--- config.mk ---
export PLATFORM = sky130hd
export DESIGN_NAME = nand_ecc_accum
export DESIGN_NICKNAME = d
export VERILOG_FILES = /design/src/rtl/nand_ecc_pkg.sv /design/src/rtl/nand_ecc_byte_terms.sv /design/src/rtl/nand_ecc_chunk_acc.sv /design/src/rtl/nand_ecc_clr_ctl.sv /design/src/rtl/nand_ecc_accum.sv
export SDC_FILE = /design/constraint.sdc
export NUM_CORES = 1
export LEC_CHECK = 0
export ABC_AREA = 0
export BUFFER_PORTS_ARGS = -buffer_cell sky130_fd_sc_hd__buf_2
export CAP_MARGIN = 20
export CORE_UTILIZATION = 53
export DETAILED_ROUTE_END_ITERATION = 8
export GPL_TIMING_DRIVEN = 0
export PLACE_DENSITY = 0.89
export SYNTH_ARGS = -nofsm -noshare
export SYNTH_HDL_FRONTEND = slang
export SYNTH_HIERARCHICAL = 1
export SYNTH_SLANG_ARGS = --single-unit
--- constraint.sdc ---
create_clock -name clk -period 2.3 [get_ports clk]
set_input_delay 0.23 -clock clk [delete_from_list [all_inputs] [get_ports clk]]
set_output_delay 0.23 -clock clk [all_outputs]
set_load 0.005 [all_outputs]
--- src/rtl/nand_ecc_pkg.sv ---
package nand_ecc_pkg;

   // default geometry of the accumulator
   localparam int DEF_DATA_W      = 8;
   localparam int DEF_CHUNK_BYTES = 256;
   localparam int DEF_CLR_CYCLES  = 2;

   typedef enum logic [0:0] {
      CLR_IDLE = 1'b0,
      CLR_RUN  = 1'b1
   } clr_state_e;

   function automatic bit is_pow2(input int v);
      return (v > 0) && ((v & (v - 1)) == 0);
   endfunction

endpackage

--- src/rtl/nand_ecc_byte_terms.sv ---
// Per-byte contribution to the parity and complementary parity values.
module nand_ecc_byte_terms #(
   parameter int DATA_W = nand_ecc_pkg::DEF_DATA_W,
   parameter int IDX_W  = 8
) (
   input  logic [DATA_W-1:0]                  data,
   input  logic [IDX_W-1:0]                   idx,
   output logic [IDX_W+$clog2(DATA_W)-1:0]    par_t,
   output logic [IDX_W+$clog2(DATA_W)-1:0]    cpar_t
);
   localparam int COL_W = $clog2(DATA_W);

   logic [COL_W-1:0] col_p;
   logic [COL_W-1:0] col_c;
   logic [IDX_W-1:0] row_p;
   logic [IDX_W-1:0] row_c;
   logic             byte_par;

   // column terms: split the bits of the byte by each bit of their index
   always_comb begin
      col_p = '0;
      col_c = '0;
      for (int c = 0; c < COL_W; c++) begin
         for (int b = 0; b < DATA_W; b++) begin
            if (((b >> c) & 1) == 1) col_p[c] = col_p[c] ^ data[b];
            else                     col_c[c] = col_c[c] ^ data[b];
         end
      end
   end

   assign byte_par = ^data;

   // row terms: byte parity routed by each bit of the byte index
   for (genvar r = 0; r < IDX_W; r++) begin : g_row
      assign row_p[r] = idx[r]  & byte_par;
      assign row_c[r] = ~idx[r] & byte_par;
   end

   assign par_t  = {row_p, col_p};
   assign cpar_t = {row_c, col_c};

endmodule

--- src/rtl/nand_ecc_chunk_acc.sv ---
// Accumulator pair for one chunk.
module nand_ecc_chunk_acc #(
   parameter int ECC_W = 11
) (
   input  logic             clk,
   input  logic             rst_n,
   input  logic             clr,
   input  logic             en,
   input  logic [ECC_W-1:0] par_t,
   input  logic [ECC_W-1:0] cpar_t,
   output logic [ECC_W-1:0] par_q,
   output logic [ECC_W-1:0] cpar_q
);
   always_ff @(posedge clk or negedge rst_n) begin
      if (!rst_n) begin
         par_q  <= '0;
         cpar_q <= '0;
      end else if (clr) begin
         par_q  <= '0;
         cpar_q <= '0;
      end else if (en) begin
         par_q  <= par_q ^ par_t;
         cpar_q <= cpar_q ^ cpar_t;
      end
   end
endmodule

--- src/rtl/nand_ecc_clr_ctl.sv ---
// Clear sequencer: busy for CLR_CYCLES cycles after a clear request.
module nand_ecc_clr_ctl #(
   parameter int CLR_CYCLES = nand_ecc_pkg::DEF_CLR_CYCLES
) (
   input  logic clk,
   input  logic rst_n,
   input  logic clr_wr,
   output logic busy
);
   import nand_ecc_pkg::*;

   localparam int TW = (CLR_CYCLES > 1) ? $clog2(CLR_CYCLES) : 1;

   if (CLR_CYCLES < 1) begin : g_bad_cycles
      $error("CLR_CYCLES must be at least 1");
   end

   clr_state_e      state;
   logic [TW-1:0]   tmr;

   always_ff @(posedge clk or negedge rst_n) begin
      if (!rst_n) begin
         state <= CLR_IDLE;
         tmr   <= '0;
      end else if (clr_wr) begin
         state <= CLR_RUN;
         tmr   <= TW'(CLR_CYCLES - 1);
      end else if (state == CLR_RUN) begin
         if (tmr == '0) state <= CLR_IDLE;
         else           tmr   <= tmr - 1'b1;
      end
   end

   assign busy = (state == CLR_RUN);
endmodule

--- src/rtl/nand_ecc_accum.sv ---
// Streaming ECC accumulator for 256- or 512-byte NAND pages.
module nand_ecc_accum #(
   parameter int DATA_W      = nand_ecc_pkg::DEF_DATA_W,
   parameter int CHUNK_BYTES = nand_ecc_pkg::DEF_CHUNK_BYTES,
   parameter int CLR_CYCLES  = nand_ecc_pkg::DEF_CLR_CYCLES
) (
   input  logic                                                   clk,
   input  logic                                                   rst_n,
   input  logic                                                   byte_vld,
   input  logic [DATA_W-1:0]                                      byte_in,
   input  logic                                                   page_512,
   input  logic                                                   clr_wr,
   output logic                                                   clr_busy,
   output logic [$clog2(CHUNK_BYTES)+$clog2(DATA_W)-1:0]          res_par0,
   output logic [$clog2(CHUNK_BYTES)+$clog2(DATA_W)-1:0]          res_cpar0,
   output logic [$clog2(CHUNK_BYTES)+$clog2(DATA_W)-1:0]          res_par1,
   output logic [$clog2(CHUNK_BYTES)+$clog2(DATA_W)-1:0]          res_cpar1,
   output logic [2*($clog2(CHUNK_BYTES)+$clog2(DATA_W))-1:0]      code0,
   output logic [2*($clog2(CHUNK_BYTES)+$clog2(DATA_W))-1:0]      code1
);
   import nand_ecc_pkg::*;

   localparam int NUM_CHUNKS = 2;
   localparam int IDX_W      = $clog2(CHUNK_BYTES);
   localparam int COL_W      = $clog2(DATA_W);
   localparam int ECC_W      = IDX_W + COL_W;
   localparam int CNT_W      = $clog2(CHUNK_BYTES * NUM_CHUNKS) + 1;
   localparam logic [CNT_W-1:0] LIM_ONE = CNT_W'(CHUNK_BYTES);
   localparam logic [CNT_W-1:0] LIM_TWO = CNT_W'(CHUNK_BYTES * NUM_CHUNKS);

   if (!is_pow2(DATA_W) || DATA_W < 2) begin : g_bad_dw
      $error("DATA_W must be a power of two, at least 2");
   end
   if (!is_pow2(CHUNK_BYTES) || CHUNK_BYTES < 2) begin : g_bad_cb
      $error("CHUNK_BYTES must be a power of two, at least 2");
   end

   logic [CNT_W-1:0]  byte_cnt;
   logic [CNT_W-1:0]  limit;
   logic              accept;
   logic              chunk_sel;
   logic [IDX_W-1:0]  idx;
   logic [ECC_W-1:0]  par_t;
   logic [ECC_W-1:0]  cpar_t;
   logic [ECC_W-1:0]  par_q  [NUM_CHUNKS];
   logic [ECC_W-1:0]  cpar_q [NUM_CHUNKS];

   nand_ecc_clr_ctl #(.CLR_CYCLES(CLR_CYCLES)) u_clr (
      .clk    (clk),
      .rst_n  (rst_n),
      .clr_wr (clr_wr),
      .busy   (clr_busy)
   );

   assign limit     = page_512 ? LIM_TWO : LIM_ONE;
   assign accept    = byte_vld & ~clr_busy & ~clr_wr & (byte_cnt < limit);
   assign chunk_sel = byte_cnt[IDX_W];
   assign idx       = byte_cnt[IDX_W-1:0];

   always_ff @(posedge clk or negedge rst_n) begin
      if (!rst_n)      byte_cnt <= '0;
      else if (clr_wr) byte_cnt <= '0;
      else if (accept) byte_cnt <= byte_cnt + 1'b1;
   end

   nand_ecc_byte_terms #(.DATA_W(DATA_W), .IDX_W(IDX_W)) u_terms (
      .data   (byte_in),
      .idx    (idx),
      .par_t  (par_t),
      .cpar_t (cpar_t)
   );

   for (genvar ch = 0; ch < NUM_CHUNKS; ch++) begin : g_chunk
      logic en;
      assign en = accept & (chunk_sel == ch[0]);
      nand_ecc_chunk_acc #(.ECC_W(ECC_W)) u_acc (
         .clk    (clk),
         .rst_n  (rst_n),
         .clr    (clr_wr),
         .en     (en),
         .par_t  (par_t),
         .cpar_t (cpar_t),
         .par_q  (par_q[ch]),
         .cpar_q (cpar_q[ch])
      );
   end

   assign res_par0  = par_q[0];
   assign res_cpar0 = cpar_q[0];
   assign res_par1  = par_q[1];
   assign res_cpar1 = cpar_q[1];
   assign code0     = {cpar_q[0], par_q[0]};
   assign code1     = {cpar_q[1], par_q[1]};

endmodule

==> qor.yml <==
worstSetupPathType: "reg2reg"
rsz0062_at_grt: "no"
peakVddDrop_uv: 237.0
required_ns: 2.55
postCtsSetupRepairBufs: 0
yosys_warnings: 6
fmax_mhz: 456.3
drv_cap: 0
yosysSeqAreaShare_pct: 39.09
violations: "design-rule violations"
max-clock-path-buffers: 2
ys_seq_elements: 56
clkTransAtPathRegs_ns: 0.10
track_usage_pct: 24.05
dp_slack_ns: 0.01436
postSynthCellCount: 331
hold_viol: 0
startpoint_type: "flip-flop"
io_buffers: 101
layout_common_cells: "buf_2 (105), dfrtp_1 (56), buf_4 (46)"
drt-total-wl_um: 8203
maxSlewHeadroom_pct: 65.74
netlist_area_sq_mm: 0.003585
status: "finished, violations left"
core_sq_mm: 0.006422
area_delta_synth_final_pct: 20.59
antenna_found_initial: 0
period_needed_ns: 2.191
total_power_w: 0.001950
gp_congestion: 0.8431
hp-class: "in2reg"
synth.net_count: 346
root_buffer: "clkbuf_8"
grt_pass1_wl_um: 13660
grt_max_degree: 41
final_common_cell: "buf_2"
first_global_vias: 2884
report.final.slew_viol_count: 0
cp_max_fo: 10
dpl.cell_count: 510
insertion_delay_ns: 0.32
synth_top_area_share_pct: 39.09
ant_nets: 0
num_rows: 29
grt_overflow: 0
routed_via_density: 5.490
final_nets: 455
cts-htree-levels: 2
yosysUniqueCellTypes: 40
clock-sinks: 56
netlist_top_cells_area: "dfrtp_1 (39%), a21bo_1 (10%), buf_4 (10%), nand3b_1 (9.4%), a21oi_2 (7.3%)"
die_y_um: 84.24
drive_gt1_share_pct: 50.34
dr.pass1.iters: 6
fillers: 507
detail_route.wl_per_cell_um: 15.84
die-area_sq_mm: 0.007096
io_pins: 102
period_share_pct: 95.28
finalWorstSetupSlack_ns: 0.1086
powerDensity_mw_per_mm2: 451.0
antennaDiodeCount: 0
cts_tree: "built"
cp_data_arrival_time_ns: 2.44
p_leak_nw: 2.184
skew_ns: 0.009385
synth_area_leader_cell: "dfrtp_1"
dpl.hpwl_um: 5904
die_w_um: 84.24
syn_area_per_cell_sq_um: 10.83
numCtsBuffers: 5
initial_core_util_pct: 55.82
vias: 2844
drt_iter0_markers: 205
drc: 14
worst_pin_slew_ns: 0.5139
tns_ns: 0
stdcell_count: 518
end_kind: "flip-flop"
setup_viol: 0
report_power, final:
part           internal [W]  switching, W  total [W]  leakage [nW]
combinational      0.000117      0.000241   0.000358          1.37
clock              0.000245      0.000337   0.000582        0.0434
sequential         0.000997     0.0000130    0.00101         0.775
state kept, by name (all words and copies together), names as in the netlist:
name and flops:
g_chunk.u_acc/par_q 22, byte_cnt 10, u_clr/tmr 1, g_chunk.u_acc/cpar_q 22, u_clr/busy 1
worst max-delay path: stages (launching register included):
cell	delay, ns
dfrtp_1	0.41
ha_1	0.18
or4b_4	0.50
or2_4	0.30
nor2_1	0.12
buf_6	0.16
buf_4	0.19
nand3b_1	0.11
a21oi_2	0.15
through the flow:
step           utilization (%)  instance area, sq um  hold slack, ns
2_1_floorplan                -                  3585        -0.06559
3_3_place_gp             65.19                  4187          0.4639
3_5_place_dp             65.50                  4207          0.1848
4_1_cts                  67.17                  4314          0.2963
5_1_grt                  67.31                  4323          0.3284
6_report                 67.31                  4323          0.2940
synth_stat cells, drive strengths merged:
master	count
buf	59
dfrtp	56
nand3b	45
a21bo	44
a21oi	44
nor2	14
xnor2	12
and2	8
inv	6
nor4	5
xor2	4
mux2	3
nand2	3
nand3	3
o311ai	3
a21o	2
and2b	2
clkbuf	2
ha	2
mux2i	2
nand4	2
o31ai	2
a31o	1
nor3b	1
o211ai	1
o21a	1
o21ai	1
o41ai	1
or2	1
or4b	1
final timing paths:
| check | start | end | slack (ns) | cells past startpoint |
|---|---|---|---|---|
| min in group asynchronous | rst_n | g_chunk[1].u_acc/par_q[5]$_DFFE_PN0P_ | 0.36 | 2 |
| max | byte_cnt[9]$_DFFE_PN0P_ | g_chunk[0].u_acc/cpar_q[0]$_DFFE_PN0P_ | 0.11 | 8 |
| max in group asynchronous | rst_n | g_chunk[0].u_acc/par_q[9]$_DFFE_PN0P_ | 1.38 | 3 |
| max reg2reg | byte_cnt[9]$_DFFE_PN0P_ | g_chunk[0].u_acc/cpar_q[0]$_DFFE_PN0P_ | 0.11 | 8 |
| min | clr_wr | g_chunk[0].u_acc/par_q[6]$_DFFE_PN0P_ | 0.29 | 2 |
| min reg2reg | u_clr/tmr$_DFFE_PN0P_ | u_clr/tmr$_DFFE_PN0P_ | 0.50 | 1 |
final cells by class:
| cell class | count | area (sq um) | share of cell area, % |
|---|---|---|---|
| flip-flops and latches | 56 | 1401 | 32.42 |
| inverters | 6 | 22.52 | 0.5210 |
| well taps | 77 | 96.34 | 2.229 |
| multi-input cells | 208 | 1699 | 39.31 |
| clock buffers | 6 | 82.58 | 1.910 |
| clock inverters | 2 | 15.01 | 0.3473 |
| repair buffers | 103 | 535.5 | 12.39 |
| plain buffers | 60 | 470.5 | 10.88 |
per-layer routing:
metal	up-vias	track usage, %	part of all wire, %
met5	-	0	0
met4	0	8.307	0.85
met3	7	3.638	4.0
met2	84	42.10	50
met1	1410	30.43	45
li1	1343	-	-
kinds of logic (layout without fill, tap and decap cells):
family / after synthesis / after routing / share of synthesized area (%)
AOI/OAI and AO/OA: 100 / 100 / 24.22
xor gates and xnor gates: 16 / 16 / 4.747
adders and majority gates: 2 / 2 / 0.6980
buffers and inverters: 67 / 177 / 13.65
DFF: 56 / 56 / 39.09
muxes: 5 / 5 / 1.501
and+or+nand+nor: 85 / 85 / 16.09
timing repair:
item | CTS | global route
pin swaps | 1 | 0
hold endpoints to repair | 16 | 0
hold buffers | 1 | 0
setup endpoints to repair | 12 | 34
resized for setup | 2 | 3
Note: power is estimated with default switching activity, not from simulation.
